File: src/rtl/i2cm_regbank_pkg.sv
package i2cm_regbank_pkg;
    localparam int DW     = 8;
    localparam int AW     = 3;
    localparam int NCFG   = 4;
    localparam int PRE_W  = 2 * DW;

    localparam logic [AW-1:0] A_PRE_LO  = AW'(0);
    localparam logic [AW-1:0] A_PRE_HI  = AW'(1);
    localparam logic [AW-1:0] A_CTRL    = AW'(2);
    localparam logic [AW-1:0] A_DATA    = AW'(3);
    localparam logic [AW-1:0] A_CMDSTAT = AW'(4);

    localparam int CTL_EN  = 7;
    localparam int CTL_IEN = 6;

    localparam int CMD_STA  = 7;
    localparam int CMD_STO  = 6;
    localparam int CMD_RD   = 5;
    localparam int CMD_WR   = 4;
    localparam int CMD_ACK  = 3;
    localparam int CMD_IACK = 0;

    typedef struct packed {
        logic sta;
        logic sto;
        logic rd;
        logic wr;
        logic ack;
        logic iack;
    } cmd_fields_t;

    typedef struct packed {
        logic sta;
        logic sto;
        logic rd;
        logic wr;
    } cmd_pulse_t;

    typedef struct packed {
        logic          tip;
        logic          iflag;
        logic          al;
        logic          rxnack;
        logic          busy;
        logic [DW-1:0] rx;
    } stat_t;
endpackage

File: src/rtl/i2cm_cfg_regs.sv
module i2cm_cfg_regs
    import i2cm_regbank_pkg::*;
(
    input  logic                     clk,
    input  logic                     rst_n,
    input  logic                     wr_en,
    input  logic [AW-1:0]            addr,
    input  logic [DW-1:0]            wdata,
    output logic [NCFG-1:0][DW-1:0]  bank
);
    logic [NCFG-1:0]           we;
    logic [NCFG-1:0][DW-1:0]   bank_d, bank_q;

    for (genvar g = 0; g < NCFG; g++) begin : g_we
        assign we[g] = wr_en && (addr == AW'(g));
    end

    always_comb begin
        bank_d = bank_q;
        for (int i = 0; i < NCFG; i++) begin
            if (we[i]) bank_d[i] = wdata;
        end
    end

    always_ff @(posedge clk or negedge rst_n) begin
        if (!rst_n) bank_q <= '0;
        else        bank_q <= bank_d;
    end

    assign bank = bank_q;
endmodule

File: src/rtl/i2cm_cmd_ctrl.sv
module i2cm_cmd_ctrl
    import i2cm_regbank_pkg::*;
(
    input  logic        clk,
    input  logic        rst_n,
    input  logic        wr_en,
    input  logic [AW-1:0] addr,
    input  cmd_fields_t cmd,
    input  logic        core_en,
    output cmd_pulse_t  pulse,
    output logic        ack_lvl,
    output logic        acc_rdwr,
    output logic        acc_sta,
    output logic        acc_iack
);
    typedef struct packed {
        cmd_pulse_t pulse;
        logic       ack;
    } cmd_state_t;

    cmd_state_t st_d, st_q;
    logic       accept;

    assign accept   = wr_en && (addr == A_CMDSTAT) && core_en;
    assign acc_rdwr = accept && (cmd.rd || cmd.wr);
    assign acc_sta  = accept && cmd.sta;
    assign acc_iack = accept && cmd.iack;

    always_comb begin
        st_d       = st_q;
        st_d.pulse = '0;
        if (accept) begin
            st_d.pulse.sta = cmd.sta;
            st_d.pulse.sto = cmd.sto;
            st_d.pulse.rd  = cmd.rd;
            st_d.pulse.wr  = cmd.wr;
            st_d.ack       = cmd.ack;
        end
    end

    always_ff @(posedge clk or negedge rst_n) begin
        if (!rst_n) st_q <= '0;
        else        st_q <= st_d;
    end

    assign pulse   = st_q.pulse;
    assign ack_lvl = st_q.ack;
endmodule

File: src/rtl/i2cm_stat_track.sv
module i2cm_stat_track
    import i2cm_regbank_pkg::*;
(
    input  logic          clk,
    input  logic          rst_n,
    input  logic          set_tip,
    input  logic          clr_if,
    input  logic          clr_al,
    input  logic          done,
    input  logic          arblost,
    input  logic          rxnack,
    input  logic          busy,
    input  logic [DW-1:0] rxdata,
    output stat_t         stat
);
    stat_t st_d, st_q;

    always_comb begin
        st_d      = st_q;
        st_d.busy = busy;
        if (done) begin
            st_d.rx     = rxdata;
            st_d.rxnack = rxnack;
        end
        if (set_tip)   st_d.tip = 1'b1;
        else if (done) st_d.tip = 1'b0;
        if (done || arblost) st_d.iflag = 1'b1;
        else if (clr_if)     st_d.iflag = 1'b0;
        if (arblost)     st_d.al = 1'b1;
        else if (clr_al) st_d.al = 1'b0;
    end

    always_ff @(posedge clk or negedge rst_n) begin
        if (!rst_n) st_q <= '0;
        else        st_q <= st_d;
    end

    assign stat = st_q;
endmodule

File: src/rtl/i2cm_regbank.sv
module i2cm_regbank
    import i2cm_regbank_pkg::*;
(
    input  logic         clk,
    input  logic         rst_n,
    input  logic [2:0]   host_addr,
    input  logic         host_wr,
    input  logic [7:0]   host_wdata,
    output logic [7:0]   host_rdata,
    output logic         irq,
    output logic         eng_start,
    output logic         eng_stop,
    output logic         eng_read,
    output logic         eng_write,
    output logic         eng_ack_lvl,
    output logic [7:0]   eng_txdata,
    output logic [15:0]  eng_prescale,
    output logic         eng_enable,
    input  logic [7:0]   eng_rxdata,
    input  logic         eng_rxnack,
    input  logic         eng_arblost,
    input  logic         eng_busy,
    input  logic         eng_done
);
    logic [NCFG-1:0][DW-1:0] bank;
    cmd_fields_t             cmd;
    cmd_pulse_t              pulse;
    stat_t                   stat;
    logic                    acc_rdwr, acc_sta, acc_iack;
    logic                    ctrl_ien, tip_now, if_now;
    logic [DW-1:0]           stat_byte;

    i2cm_cfg_regs u_cfg (
        .clk   (clk),
        .rst_n (rst_n),
        .wr_en (host_wr),
        .addr  (host_addr),
        .wdata (host_wdata),
        .bank  (bank)
    );

    always_comb begin
        cmd.sta  = host_wdata[CMD_STA];
        cmd.sto  = host_wdata[CMD_STO];
        cmd.rd   = host_wdata[CMD_RD];
        cmd.wr   = host_wdata[CMD_WR];
        cmd.ack  = host_wdata[CMD_ACK];
        cmd.iack = host_wdata[CMD_IACK];
    end

    i2cm_cmd_ctrl u_cmd (
        .clk      (clk),
        .rst_n    (rst_n),
        .wr_en    (host_wr),
        .addr     (host_addr),
        .cmd      (cmd),
        .core_en  (eng_enable),
        .pulse    (pulse),
        .ack_lvl  (eng_ack_lvl),
        .acc_rdwr (acc_rdwr),
        .acc_sta  (acc_sta),
        .acc_iack (acc_iack)
    );

    i2cm_stat_track u_stat (
        .clk     (clk),
        .rst_n   (rst_n),
        .set_tip (acc_rdwr),
        .clr_if  (acc_iack),
        .clr_al  (acc_sta),
        .done    (eng_done),
        .arblost (eng_arblost),
        .rxnack  (eng_rxnack),
        .busy    (eng_busy),
        .rxdata  (eng_rxdata),
        .stat    (stat)
    );

    assign eng_prescale = {bank[A_PRE_HI], bank[A_PRE_LO]};
    assign eng_enable   = bank[A_CTRL][CTL_EN];
    assign ctrl_ien     = bank[A_CTRL][CTL_IEN];
    assign eng_txdata   = bank[A_DATA];
    assign eng_start    = pulse.sta;
    assign eng_stop     = pulse.sto;
    assign eng_read     = pulse.rd;
    assign eng_write    = pulse.wr;

    assign tip_now   = stat.tip;
    assign if_now    = stat.iflag;
    assign stat_byte = {stat.rxnack, stat.busy, stat.al, 3'b000, tip_now, if_now};
    assign irq       = if_now & ctrl_ien;

    always_comb begin
        case (host_addr)
            A_PRE_LO:  host_rdata = bank[A_PRE_LO];
            A_PRE_HI:  host_rdata = bank[A_PRE_HI];
            A_CTRL:    host_rdata = bank[A_CTRL];
            A_DATA:    host_rdata = stat.rx;
            A_CMDSTAT: host_rdata = stat_byte;
            default:   host_rdata = '0;
        endcase
    end
endmodule

File: config.mk
export PLATFORM = sky130hd
export DESIGN_NAME = i2cm_regbank
export DESIGN_NICKNAME = d
export VERILOG_FILES = /design/src/rtl/i2cm_regbank_pkg.sv /design/src/rtl/i2cm_cfg_regs.sv /design/src/rtl/i2cm_cmd_ctrl.sv /design/src/rtl/i2cm_stat_track.sv /design/src/rtl/i2cm_regbank.sv
export SDC_FILE = /design/constraint.sdc
export NUM_CORES = 1
export LEC_CHECK = 0
export ABC_AREA = 0
export BUFFER_PORTS_ARGS = -buffer_cell sky130_fd_sc_hd__buf_2
export CAP_MARGIN = 20
export CORE_ASPECT_RATIO = 0.6
export CORE_MARGIN = 2
export CORE_UTILIZATION = 45
export CTS_BUF_LIST = sky130_fd_sc_hd__clkbuf_8
export CTS_CLUSTER_DIAMETER = 150
export DETAILED_ROUTE_END_ITERATION = 7
export GPL_TIMING_DRIVEN = 0
export PLACE_DENSITY = 0.7
export REMOVE_ABC_BUFFERS = 1
export SLEW_MARGIN = 10
export SYNTH_ARGS = -nofsm -noshare
export SYNTH_HDL_FRONTEND = slang
export SYNTH_SLANG_ARGS = --single-unit
File: constraint.sdc
create_clock -name clk -period 3.1 [get_ports clk]
set_input_delay 0.465 -clock clk [delete_from_list [all_inputs] [get_ports clk]]
set_output_delay 0.465 -clock clk [all_outputs]
set_load 0.005 [all_outputs]
# Word level (Yosys, flattened, before mapping)
# Index checks and enable logic that the tools add are counted.
# totals
regBits	50
# classes
n_bitwise	1
n_reduce_logical	15
n_eq_ne	4
mux	8
# op_table
cell	count
case mux 8 bit (5 select lines)	1
logical AND 1 bit	9
equality test 3 x 2 -> 1 bit (second input constant)	2
2-to-1 mux 1 bit	6
nonzero test 2 bit	3
2-to-1 mux 5 bit	1
equality test 3 x 1 -> 1 bit (second input constant)	1
equality test 3 bit (second input constant)	1
logical NOT 3 bit	1
logical OR 1 bit	2
bitwise AND 1 bit	1

# Logic depth before layout (Yosys ltp)
# Gate-level depths: netlist of run 1.
# depth
depth_word	6
ltp_mapped	5
depth_no_buf	3

# By module
# A second synthesis of run 1 with hierarchy kept.
# hier_totals
cells_unflattened	154
area_unflattened_um2	2293.4
# by_module_without_submodules
mod	cells_per_inst	seq_area_each_um2	n_inst	area_per_inst_um2
i2cm_cfg_regs	70	800.8	1	1223.7
i2cm_stat_track	30	325.3	1	503.0
i2cm_regbank	39	0.0	1	360.3
i2cm_cmd_ctrl	15	125.1	1	206.4

# Worst setup path before layout of run 1
# OpenSTA, ideal clock, no wires.
# synth_path
kind	in2out
startpoint	input port host_addr[0]
endpoint	output port host_rdata[0]
arrival_ps	1312
cell_stages	5
setup_slack_ps	1323
required_ps	2635
path_buffers	2
cell_sequence	buf_6 -> buf_4 -> mux2_2 -> a21oi_1 -> o22ai_1
# synth_between
elab_chain_len	2
# synth_rtl
item	line	rtl
start, declared	i2cm_regbank.sv:6	input logic [2:0] host_addr,
equality test 3 bit, or another cell as far along	i2cm_regbank.sv:94	case (host_addr)
case mux 8 bit (5 select lines) (*)	i2cm_regbank.sv:94	
end, declared	i2cm_regbank.sv:9	output logic [7:0] host_rdata,
# Every way passes the cells marked *; elsewhere a longest branch is shown, timed or not.

# Final worst setup path of run 1
# layout_path
startpoint	input port host_addr[0]
endpoint	output port host_rdata[4]
# The elaborated chain is that of the path after synthesis.

==> summary.md, run 1 <==
| Metric | Value |
|---|---|
| Met3 WL post-DR | 310 um |
| Post-synthesis compound-gate area fraction | 4.88% |
| CTS tree | built |
| Reg2Reg Depth | 2 |
| Final GP Congestion | 0.740 |
| Number of fillers in the final layout | 483 |
| Worst r2r src | u_cfg.bank[23] |
| Die extent in y | 60.7 um |
| Post-DRT Antenna Nets | 0 |
| Setup Slack @ Placement | 829 ps |
| Overall global routing resource usage | 18.4% |
| Count leader, synth | dfrtp_1 |
| Pin count of the biggest net entering global routing | 51 |
| Setup Fix Bufs, Post-CTS | 0 |
| HPWL after DPL | 3480 um |
| Die Area | 5980 um^2 |
| CTS root buf | clkbuf_8 |
| Antenna cells | 0 |
| Post-synthesis adder-cell area fraction | 0% |
| H-tree lvl count | 2 |
| Worst-Skew Late Latency | 310 ps |
| Crit-path cells | buf_2, mux4_1, nor2b_1, buf_2 |
| Number of hold violations in the final report | 0 |
| Pre-Repair DR Iteration Count | 4 |
| Tcrit/Tclk final | 72.5% |
| Post-Synth Simple-Gate Area | 7.99% |
| # setup viols final | 0 |
| Vias in the first global route | 1478 |
| Hold slack | 171 ps |
| First-pass GRT wire length | 8110 um |
| Initial antenna violation count | 0 |
| PostCTS Resize Cnt | 0 |
| CORE AREA | 5100 um^2 |
| Worst endpoint required time | 2630 ps |
| Syn. warnings | 0 |
| Mapped Area | 2410 um^2 |
| Maximum buffer depth of the clock tree | 2 |
| Post-route cell area | 2700 um^2 |
| Via count | 1497 |
| Most used cell, CP | buf_2 |
| Io pins | 65 |
| Synth top area share | 51.9% |
| Startpoint Class | input port |
| Post-synth top cells | 50 x dfrtp_1, 47 x mux2_2, 26 x buf_4 |
| CTS Hold Bufs | 0 |
| Initial Util | 47.2% |
| Number of synthesized flops with an enable pin | 0 |
| Largest area contributor in the netlist | dfrtp_1 |
| Synth area leaders | dfrtp_1 52%, mux2_2 22%, buf_4 8.1% |
| Cell variety after synth | 26 |
| Fraction of registers with async set/reset | 100% |
| Core Rows | 20 |
| Die width | 98.5 um |
| Worst-path clk slew | 90 ps |
| Met2 wire length | 2020 um |
| Worst setup margin | 854 ps |
| RSZ-0062 raised after global routing | false |
| Share of cells above drive strength 1 | 58.1% |
| Area growth syn-to-layout | 12.0% |
| Clk_skew | 2.14 ps |
| Post-Layout Cell Count | 283 |
| Slew Limit Fails | 0 |
| IO Port Bufs | 64 |
| # clock sinks | 50 |
| DRC | 0 |
| Top_reg_cell synth | dfrtp_1 |
| Status | complete, no violations |
| Hold Crit Class | in -> async |
| Setup tns final | 0 ps |
| Slew Limit Headroom | 52.7% |
| MaxCap Viol Count | 0 |
| Crit-path slowest cell | mux4_1 |
| DR vias/cell | 5.29 |
| Starting DRC count in detailed routing | 67 |
| DP Area | 2610 um^2 |
| CP Capture Type | output pin |
| CP Data Arrival Time | 1780 ps |
| FF-to-FF End | u_cmd.ack_lvl |
| Setup slack, reg-to-reg | 1810 ps |
| Routed WL per cell | 17.7 um |
| Synthesized area per cell | 13.7 um^2 |
| PwrDens | 578 nW/um^2 |
| Leakage power | 1.27 nW |
| WL final | 5020 um |
| Max IR drop VDD | 318 uV |
| XOR/XNOR Fraction of Synth Area | 0% |
| Buf+Inv Stages, Crit Path | 2 |
| Worst-margin pin slew | 706 ps |
| Largest stage delay, worst path | 610 ps |
| Mux cell area share after synthesis | 25.2% |
| GR Overflow Total | 0 |
| Worst-path fanout max | 19 |
| Seq cells post-synth | 50 |
| Final net count | 242 |
| Type of the worst setup path | in -> out |
| Post-layout minimum cycle time | 2250 ps |
| Highest Signal Layer | met4 |
| Largest family of logic cells by synthesized area | multiplexers |
| CP top delay family | multiplexers |
| Sequential share of the synthesized area | 51.9% |
| F_max | 445 MHz |
| Total CTS buffers | 5 |
| Met1 wire length | 2630 um |
| DP Cell Count | 275 |
| Gate Count Post-Synth | 176 |
==> worst register-to-register path: cells and delay by family (launching register included) <==
family | cells | cell delay (ps)
and+or+nand+nor | 1 | 400
muxes | 1 | 380
DFF | 1 | 410
==> state kept, by name, indices dropped and copies added, names as in the netlist <==
register,cells
u_cmd.ack_lvl,1
u_stat.stat,13
u_cfg.bank,32
u_cmd.pulse,4
==> layer usage <==
metal / vias up / track usage [%]
li1: 690 / -
met5: - / 0
met1: 746 / 28.8
met4: 0 / 6.46
met2: 54 / 24.2
met3: 7 / 5.30
==> kinds of logic (layout without fill, tap and decap cells) <==
group,after synthesis,in the layout
mux,50,50
flops,50,50
buf+inv,35,76
simple gates,23,23
compound gates,18,18
==> cell usage in the layout (no fill, tap or decap), drive strengths merged, types with 2 or more instances in the layout <==
cell | Yosys | layout
a22oi | 5 | 5
buf | 31 | 66
nor4bb | 2 | 2
mux4 | 3 | 3
inv | 2 | 3
nor2b | 4 | 4
dfrtp | 50 | 50
o22ai | 5 | 5
and2 | 5 | 5
nor3b | 5 | 5
a21oi | 5 | 5
clkbuf | 2 | 6
mux2 | 47 | 47
==> worst max path at each step <==
| stage | from | to | slack, ps | cells after the start |
|---|---|---|---|---|
| 3_3_place_gp | host_addr[1] | u_cfg.bank[18] | 230 | 3 |
| 5_1_grt | host_addr[0] | host_rdata[4] | 770 | 4 |
| 2_1_floorplan | host_wr | u_cfg.bank[10] | 1200 | 2 |
| 4_1_cts | host_addr[0] | host_rdata[4] | 830 | 4 |
| 3_5_place_dp | host_addr[0] | host_rdata[4] | 830 | 4 |
| 6_report | host_addr[0] | host_rdata[4] | 850 | 4 |
==> stage by stage <==
stage | total power, mW | utilization (%)
after floorplan | 1.00 | -
after global placement | 1.17 | 50.5
after detailed placement | 1.19 | 51.1
after CTS | 1.58 | 52.9
after global routing | 1.65 | 52.9
final | 1.56 | 52.9
==> layout make-up <==
class / count / area (um^2) / share of cell area [%]
multi-input cells: 91 / 931 / 34.5
inverters: 2 / 7.51 / 0.278
well taps: 66 / 82.6 / 3.06
clock buffers: 6 / 82.6 / 3.06
flip-flops and latches: 50 / 1250 / 46.3
repair buffers: 66 / 338 / 12.5
clock inverters: 2 / 8.76 / 0.324
==> where the power goes <==
part	leakage (nW)	internal, mW	switching, mW
clock	0.0524	0.177	0.215
sequential	0.601	0.762	0.0664
combinational	0.614	0.204	0.135
total	1.27	1.14	0.417
Power figures use the tool's default switching activity.
==> inputs of run 2 (changes only) <==
--- a/config.mk
+++ b/config.mk
@@ -5,7 +5,7 @@
 export SDC_FILE = /design/constraint.sdc
 export NUM_CORES = 1
 export LEC_CHECK = 0
-export ABC_AREA = 0
+export ABC_AREA = 1
 export BUFFER_PORTS_ARGS = -buffer_cell sky130_fd_sc_hd__buf_2
 export CAP_MARGIN = 20
 export CORE_ASPECT_RATIO = 0.6
==> constraint.sdc (replaced) <==
create_clock -name clk -period 2.2 [get_ports clk]
set_input_delay 0.33 -clock clk [delete_from_list [all_inputs] [get_ports clk]]
set_output_delay 0.33 -clock clk [all_outputs]
set_load 0.005 [all_outputs]
==> run 2 against run 1 <==
Against the previous run: non-clock buffer count is 2 lower; via count is 33% higher; first-iteration DRC count is 51% higher; synthesized cell count is 68% higher; clock skew is 3.2 ps higher; synthesized area is 4.7% higher; critical path type unchanged; highest routed layer unchanged.
==> summary.md, run 2 <==
| Metric | Value |
|---|---|
| Worst-margin pin slew | 680 ps (-26.5 ps) |
| Worst endpoint required time | 1870 ps (-760 ps) |
| Synth area leaders | dfrtp_1 50%, nand2_1 12%, buf_4 7.4% |
| Tcrit/Tclk final | 80.2% |
| GRT met1 Usage | 28.6% (-0.25 points) |
| H-tree lvl count | 2 (unchanged) |
| CORE AREA | 5490 um^2 (+7.6%) |
| Number of synthesized flops with an enable pin | 0 (unchanged) |
| Cell variety after synth | 20 (-23%) |
| Via count | 1985 (+33%) |
| Pin count of the biggest net entering global routing | 51 (unchanged) |
| Die extent in y | 62.0 um (+2.1%) |
| M3 GR Usage | 5.37% (+0.070 points) |
| Seq cells post-synth | 50 (unchanged) |
| Met2 Use GR | 28.8% (+4.6 points) |
| Maximum buffer depth of the clock tree | 2 (unchanged) |
| Pre-Repair DR Iteration Count | 4 (unchanged) |
| DR vias/cell | 4.94 (-6.7%) |
| Sequential share of the synthesized area | 49.6% (-2.3 points) |
| PwrDens | 784 nW/um^2 (+36%) |
| Most frequent cells in the layout | 79 x nand2_1, 63 x buf_2, 50 x dfrtp_1, 26 x o21ai_1, 25 x inv_1 |
| Post-route cell area | 2790 um^2 (+3.4%) |
| CP Data Arrival Time | 1430 ps (-350 ps) |
| Slew Limit Fails | 0 (unchanged) |
| CTS tree | built |
| Io pins | 65 (unchanged) |
| Setup Slack @ Placement | 293 ps (-536 ps) |
| First-pass GRT wire length | 9070 um (+12%) |
| Initial Util | 46.0% (-1.3 points) |
| Fraction of registers with async set/reset | 100% (unchanged) |
| Overall global routing resource usage | 19.6% (+1.2 points) |
| Slew Limit Headroom | 54.5% (+1.8 points) |
| Largest stage delay, worst path | 290 ps (-320 ps) |
| Leakage power | 1.53 nW (+21%) |
| MaxCap Viol Count | 0 (unchanged) |
| Setup tns final | 0 ps (unchanged) |
| Initial antenna violation count | 0 (unchanged) |
| Setup Fix Bufs, Post-CTS | 0 (unchanged) |
| Startpoint Class | input port |
| Final GP Congestion | 0.836 (+13%) |
| DP Area | 2680 um^2 (+2.8%) |
| Post-layout minimum cycle time | 1760 ps |
| CP startpoint | host_addr[0] |
| WL final | 5700 um (+14%) |
| Die width | 101 um (+2.2%) |
| Busiest grt layer | met2 |
| Synth top area share | 49.6% (-2.3 points) |
| Die Area | 6240 um^2 (+4.4%) |
| DRC | 0 (unchanged) |
| Status | complete, no violations |
| Worst setup margin | 436 ps (-417 ps) |
| Final net count | 358 (+48%) |
| Vias in the first global route | 1815 (+23%) |
| Crit-path cells | buf_2, inv_4, nor2_4, nand2_2, nor2_1, nor2_1, nand2_1, buf_2 |
| Routed WL per cell | 14.2 um (-20%) |
| HPWL after DPL | 4190 um (+20%) |
| Crit-path slowest cell | buf_2 |
| Gate Count Post-Synth | 295 (+68%) |
| CTS root buf | clkbuf_8 |
| Post-Layout Cell Count | 402 (+42%) |
| Syn. warnings | 0 (unchanged) |
| CTS Hold Bufs | 0 (unchanged) |
| Synthesized area per cell | 8.55 um^2 (-38%) |
| Top_reg_cell synth | dfrtp_1 |
| Share of cells above drive strength 1 | 30.3% (-28 points) |
| Largest register FFs | 32 (unchanged) |
| PostCTS Resize Cnt | 0 (unchanged) |
| Clk_skew | 5.37 ps (+3.23 ps) |
| Post-synth top cells | 79 x nand2_1, 50 x dfrtp_1, 26 x o21ai_1 |
| Count leader, synth | nand2_1 |
| Mapped Area | 2520 um^2 (+4.7%) |
| Commonest non-fill, non-tap cell in the layout | nand2_1 |
| Post-DRT Antenna Nets | 0 (unchanged) |
| Worst-Skew Late Latency | 310 ps (about the same) |
| Worst-path clk slew | 80 ps (about the same) |
| Antenna cells | 0 (unchanged) |
| Hold Crit Class | in -> async |
| Hold slack | 32.0 ps (-139 ps) |
| Core Rows | 21 (+5.0%) |
| Worst-path fanout max | 12 (-7) |
| Starting DRC count in detailed routing | 101 (+51%) |
| F_max | 567 MHz |
| Total CTS buffers | 5 (unchanged) |
| IO Port Bufs | 64 (unchanged) |
| Max IR drop VDD | 422 uV (+33%) |
| RSZ-0062 raised after global routing | false |
| Area growth syn-to-layout | 10.7% |
| GR Overflow Total | 0 (unchanged) |
| # setup viols final | 0 (unchanged) |
| # clock sinks | 50 (unchanged) |
| CP Capture Type | output pin |
| Largest area contributor in the netlist | dfrtp_1 |
| Worst r2r src | u_cfg.bank[23] |
| Type of the worst setup path | in -> out |
| DP Cell Count | 394 (+43%) |
| Number of hold violations in the final report | 0 (unchanged) |
| Number of fillers in the final layout | 552 (+14%) |
## run 2: final timing paths
check	cells past startpoint	slack (ps)	end
hold reg to reg	2	480	u_cfg.bank[29]
setup reg to reg	5	1230	u_cmd.ack_lvl
hold / removal	1	30	u_cfg.bank[30]
setup / recovery	8	440	host_rdata[4]
max in group asynchronous	1	1740	u_cfg.bank[15]
min in group clk	1	120	u_stat.stat[8]
## run 2: layout make-up
cell class / instances / area (um^2) / area share (%)
timing repair buffer: 64 / 323 / 11.6
sequential: 50 / 1250 / 44.8
tap: 69 / 86.3 / 3.09
inverter: 30 / 115 / 4.12
multi-input combinational: 181 / 908 / 32.5
clock buffer: 8 / 110 / 3.94
## run 2: layer usage
| layer | up-vias | share of wire [%] |
|---|---|---|
| met5 | - | 0 |
| met4 | 0 | 1.1 |
| met3 | 7 | 8.3 |
| li1 | 995 | - |
| met2 | 81 | 41 |
| met1 | 902 | 50 |
## run 2: cell families (layout without fill, tap and decap cells)
logic type             count (synthesis)  in the layout  share of synthesized area (%)
buffers and inverters                 64            102                           14.4
flip-flops                            50             50                           49.6
multiplexers                           6              6                           2.68
AND/OR/NAND/NOR                      138            138                           24.8
AO/OA/AOI/OAI                         37             37                           8.53
## run 2: worst max-delay path: cells and delay by family
family	cells	cell delay, ps
and+or+nand+nor	5	590
buffers and inverters	3	500
## run 2: report_power, final
group	switching, mW	internal, mW	total, mW
sequential	0.0889	1.05	1.14
combinational	0.243	0.188	0.431
clock	0.299	0.318	0.617
total	0.631	1.56	2.19
## run 2: stage by stage
stage,util [%],power [mW]
2_1_floorplan,-,1.36
3_3_place_gp,48.8,1.58
3_5_place_dp,48.8,1.59
4_1_cts,50.8,2.21
5_1_grt,50.9,2.33
6_report,50.9,2.19
==> inputs of run 3 (changes only) <==
--- a/config.mk
+++ b/config.mk
@@ -5,7 +5,7 @@
 export SDC_FILE = /design/constraint.sdc
 export NUM_CORES = 1
 export LEC_CHECK = 0
-export ABC_AREA = 1
+export ABC_AREA = 0
 export BUFFER_PORTS_ARGS = -buffer_cell sky130_fd_sc_hd__buf_2
 export CAP_MARGIN = 20
 export CORE_ASPECT_RATIO = 0.6
@@ -15,7 +15,7 @@
 export CTS_CLUSTER_DIAMETER = 150
 export DETAILED_ROUTE_END_ITERATION = 7
 export GPL_TIMING_DRIVEN = 0
-export PLACE_DENSITY = 0.7
+export PLACE_DENSITY = 0.73
 export REMOVE_ABC_BUFFERS = 1
 export SLEW_MARGIN = 10
 export SYNTH_ARGS = -nofsm -noshare
==> constraint.sdc (replaced) <==
create_clock -name clk -period 1.6 [get_ports clk]
set_input_delay 0.24 -clock clk [delete_from_list [all_inputs] [get_ports clk]]
set_output_delay 0.24 -clock clk [all_outputs]
set_load 0.005 [all_outputs]
==> run 3 against run 2 <==
Against the previous run: the run now ends with setup timing left; die area shrank 4.2%; combinational power grew 79%; sequential power grew 40%; critical path type is now reg -> out; critical endpoint is now host_rdata[2]; highest routed layer unchanged.
==> summary.md, run 3 (synthesized netlist as in run 1, its figures left out) <==
| Metric | Value |
|---|---|
| Routed WL per cell | 17.8 um (+25%) |
| Type of the worst setup path | reg -> out |
| Die Area | 5980 um^2 (-4.2%) |
| Pre-Repair DR Iteration Count | 4 (unchanged) |
| Number of hold violations in the final report | 0 (unchanged) |
| GR Overflow Total | 0 (unchanged) |
| Max IR drop VDD | 569 uV (+35%) |
| CORE AREA | 5100 um^2 (-7.0%) |
| Violated checks | setup timing |
| F_max | 600 MHz |
| Cell-internal power | 2.61 mW (+68%) |
| DR vias/cell | 5.32 (+7.8%) |
| Leakage power | 1.35 nW (-12%) |
| Antenna cells | 0 (unchanged) |
| Initial Util | 47.2% (+1.3 points) |
| WL final | 5200 um (-8.7%) |
| Total CTS buffers | 5 (unchanged) |
| Worst-margin pin slew | 744 ps (+63.9 ps) |
| Io pins | 65 (unchanged) |
| Via count | 1560 (-21%) |
| CTS root buf | clkbuf_8 |
| Clk_skew | 7.35 ps (+1.99 ps) |
| Post-layout minimum cycle time | 1670 ps |
| Post-DRT Antenna Nets | 0 (unchanged) |
| HPWL after DPL | 3410 um (-19%) |
| Worst endpoint required time | 1360 ps (-510 ps) |
| Seq pwr share | 46.4% (-5.7 points) |
| # clock sinks | 50 (unchanged) |
| Psw | 0.843 mW (+34%) |
| Final GP Congestion | 0.717 (-14%) |
| Setup Slack @ Placement | -431 ps (-723 ps) |
| Startpoint Class | register |
| Initial antenna violation count | 0 (unchanged) |
| DP Cell Count | 275 (-30%) |
| Starting DRC count in detailed routing | 77 (-24%) |
| Clock power share | 31.3% (+3.1 points) |
| # setup viols final | 3 (+3) |
| Slew Limit Fails | 0 (unchanged) |
| Worst-path clk slew | 90 ps (about the same) |
| Status | complete, but fails checks |
| First-pass GRT wire length | 8270 um (-8.8%) |
| CTS tree | built |
| CP Capture Type | output pin |
| Worst setup margin | -65.8 ps (-502 ps) |
| Worst-Skew Late Latency | 300 ps (about the same) |
| MaxCap Viol Count | 0 (unchanged) |
| Overall global routing resource usage | 18.4% (-1.3 points) |
| Hold Crit Class | in -> reg |
| PwrDens | 1200 nW/um^2 (+54%) |
| Post-route cell area | 2870 um^2 (+2.7%) |
| Largest register FFs | 32 (unchanged) |
| Vias in the first global route | 1607 (-11%) |
| Commonest non-fill, non-tap cell in the layout | buf_2 |
| RSZ-0062 raised after global routing | true |
| Die extent in y | 60.7 um (-2.1%) |
| Post-Layout Cell Count | 293 (-27%) |
| IO Port Bufs | 64 (unchanged) |
| Worst-path fanout max | 2 (-10) |
| Fraction of power spent switching nets | 24.4% (-4.4 points) |
| H-tree lvl count | 2 (unchanged) |
| Tcrit/Tclk final | 104% |
| Final net count | 252 (-30%) |
| Number of fillers in the final layout | 431 (-22%) |
| Share of cells above drive strength 1 | 63.9% (+34 points) |
| Die width | 98.5 um (-2.2%) |
| Area growth syn-to-layout | 19.0% |
| Hold slack | 38.1 ps (+6.09 ps) |
| Comb pwr share | 22.3% (+2.6 points) |
| Pin count of the biggest net entering global routing | 51 (unchanged) |
| DRC | 0 (unchanged) |
| Slew Limit Headroom | 50.2% (-4.3 points) |
| CP Data Arrival Time | 1430 ps (about the same) |
| Most frequent cells in the layout | 60 x buf_2, 50 x dfrtp_1, 45 x mux2_2, 14 x buf_4, 6 x clkbuf_8 |
| Maximum buffer depth of the clock tree | 2 (unchanged) |
| Core Rows | 20 (-4.8%) |
| DP Area | 2610 um^2 (-2.8%) |
==> run 3: layer usage <==
metal	track usage (%)	vias to the layer above	share of wire, %
met4	6.46	0	1.4
met2	26.5	60	42
met5	0	-	0
met1	26.4	785	49
met3	5.88	8	7.0
li1	-	707	-
==> run 3: worst paths after layout <==
path,startpoint,endpoint,slack (ps),cells after the start
setup reg to reg,u_cfg.bank[23],u_cmd.ack_lvl,310,2
max in group asynchronous,rst_n,u_cfg.bank[16],680,2
setup / recovery,u_stat.stat[2],host_rdata[2],-70,3
hold reg to reg,u_cfg.bank[28],u_cfg.bank[28],510,1
hold / removal,eng_busy,u_stat.stat[8],40,1
min in group asynchronous,rst_n,u_cfg.bank[29],490,2
==> run 3: timing repair <==
item                                   4_1_cts  5_1_grt
endpoints found under the hold margin        0        3
resized for setup                            7        9
setup endpoints to repair                   17       13
buffers inserted                             5        4
pin swaps                                    1        4
hold buffers                                 0        1
==> run 3: layout make-up <==
type	instances	area [um^2]	share of cell area (%)
Clock buffer	6	82.6	2.88
Clock inverter	2	60.1	2.09
Inverter	2	7.51	0.262
Multi-Input combinational cell	91	962	33.5
Sequential cell	50	1250	43.6
Tap cell	66	82.6	2.88
Timing Repair Buffer	76	423	14.7
==> run 3: worst max-delay path: stages, from the launching register on <==
cell,delay [ps]
dfrtp_1,390
mux4_2,480
nor2b_4,130
buf_2,120
==> run 3: power by group through the flow <==
| stage | registers (mW) | logic [mW] | clock network (mW) |
|---|---|---|---|
| 2_1_floorplan | 1.62 | 0.327 | 0 |
| 3_3_place_gp | 1.62 | 0.649 | 0 |
| 3_5_place_dp | 1.63 | 0.668 | 0 |
| 4_1_cts | 1.60 | 0.730 | 1.11 |
| 5_1_grt | 1.63 | 0.848 | 1.16 |
| 6_report | 1.60 | 0.771 | 1.08 |
==> run 3: through the flow <==
stage | total power [mW] | TNS, ps | utilization [%]
global route | 3.64 | -534 | 56.2
global placement | 2.27 | -17580 | 50.5
finish | 3.46 | -169 | 56.2
CTS | 3.44 | -179 | 54.7
floorplan | 1.94 | -1220 | -
detailed placement | 2.29 | -7620 | 51.1
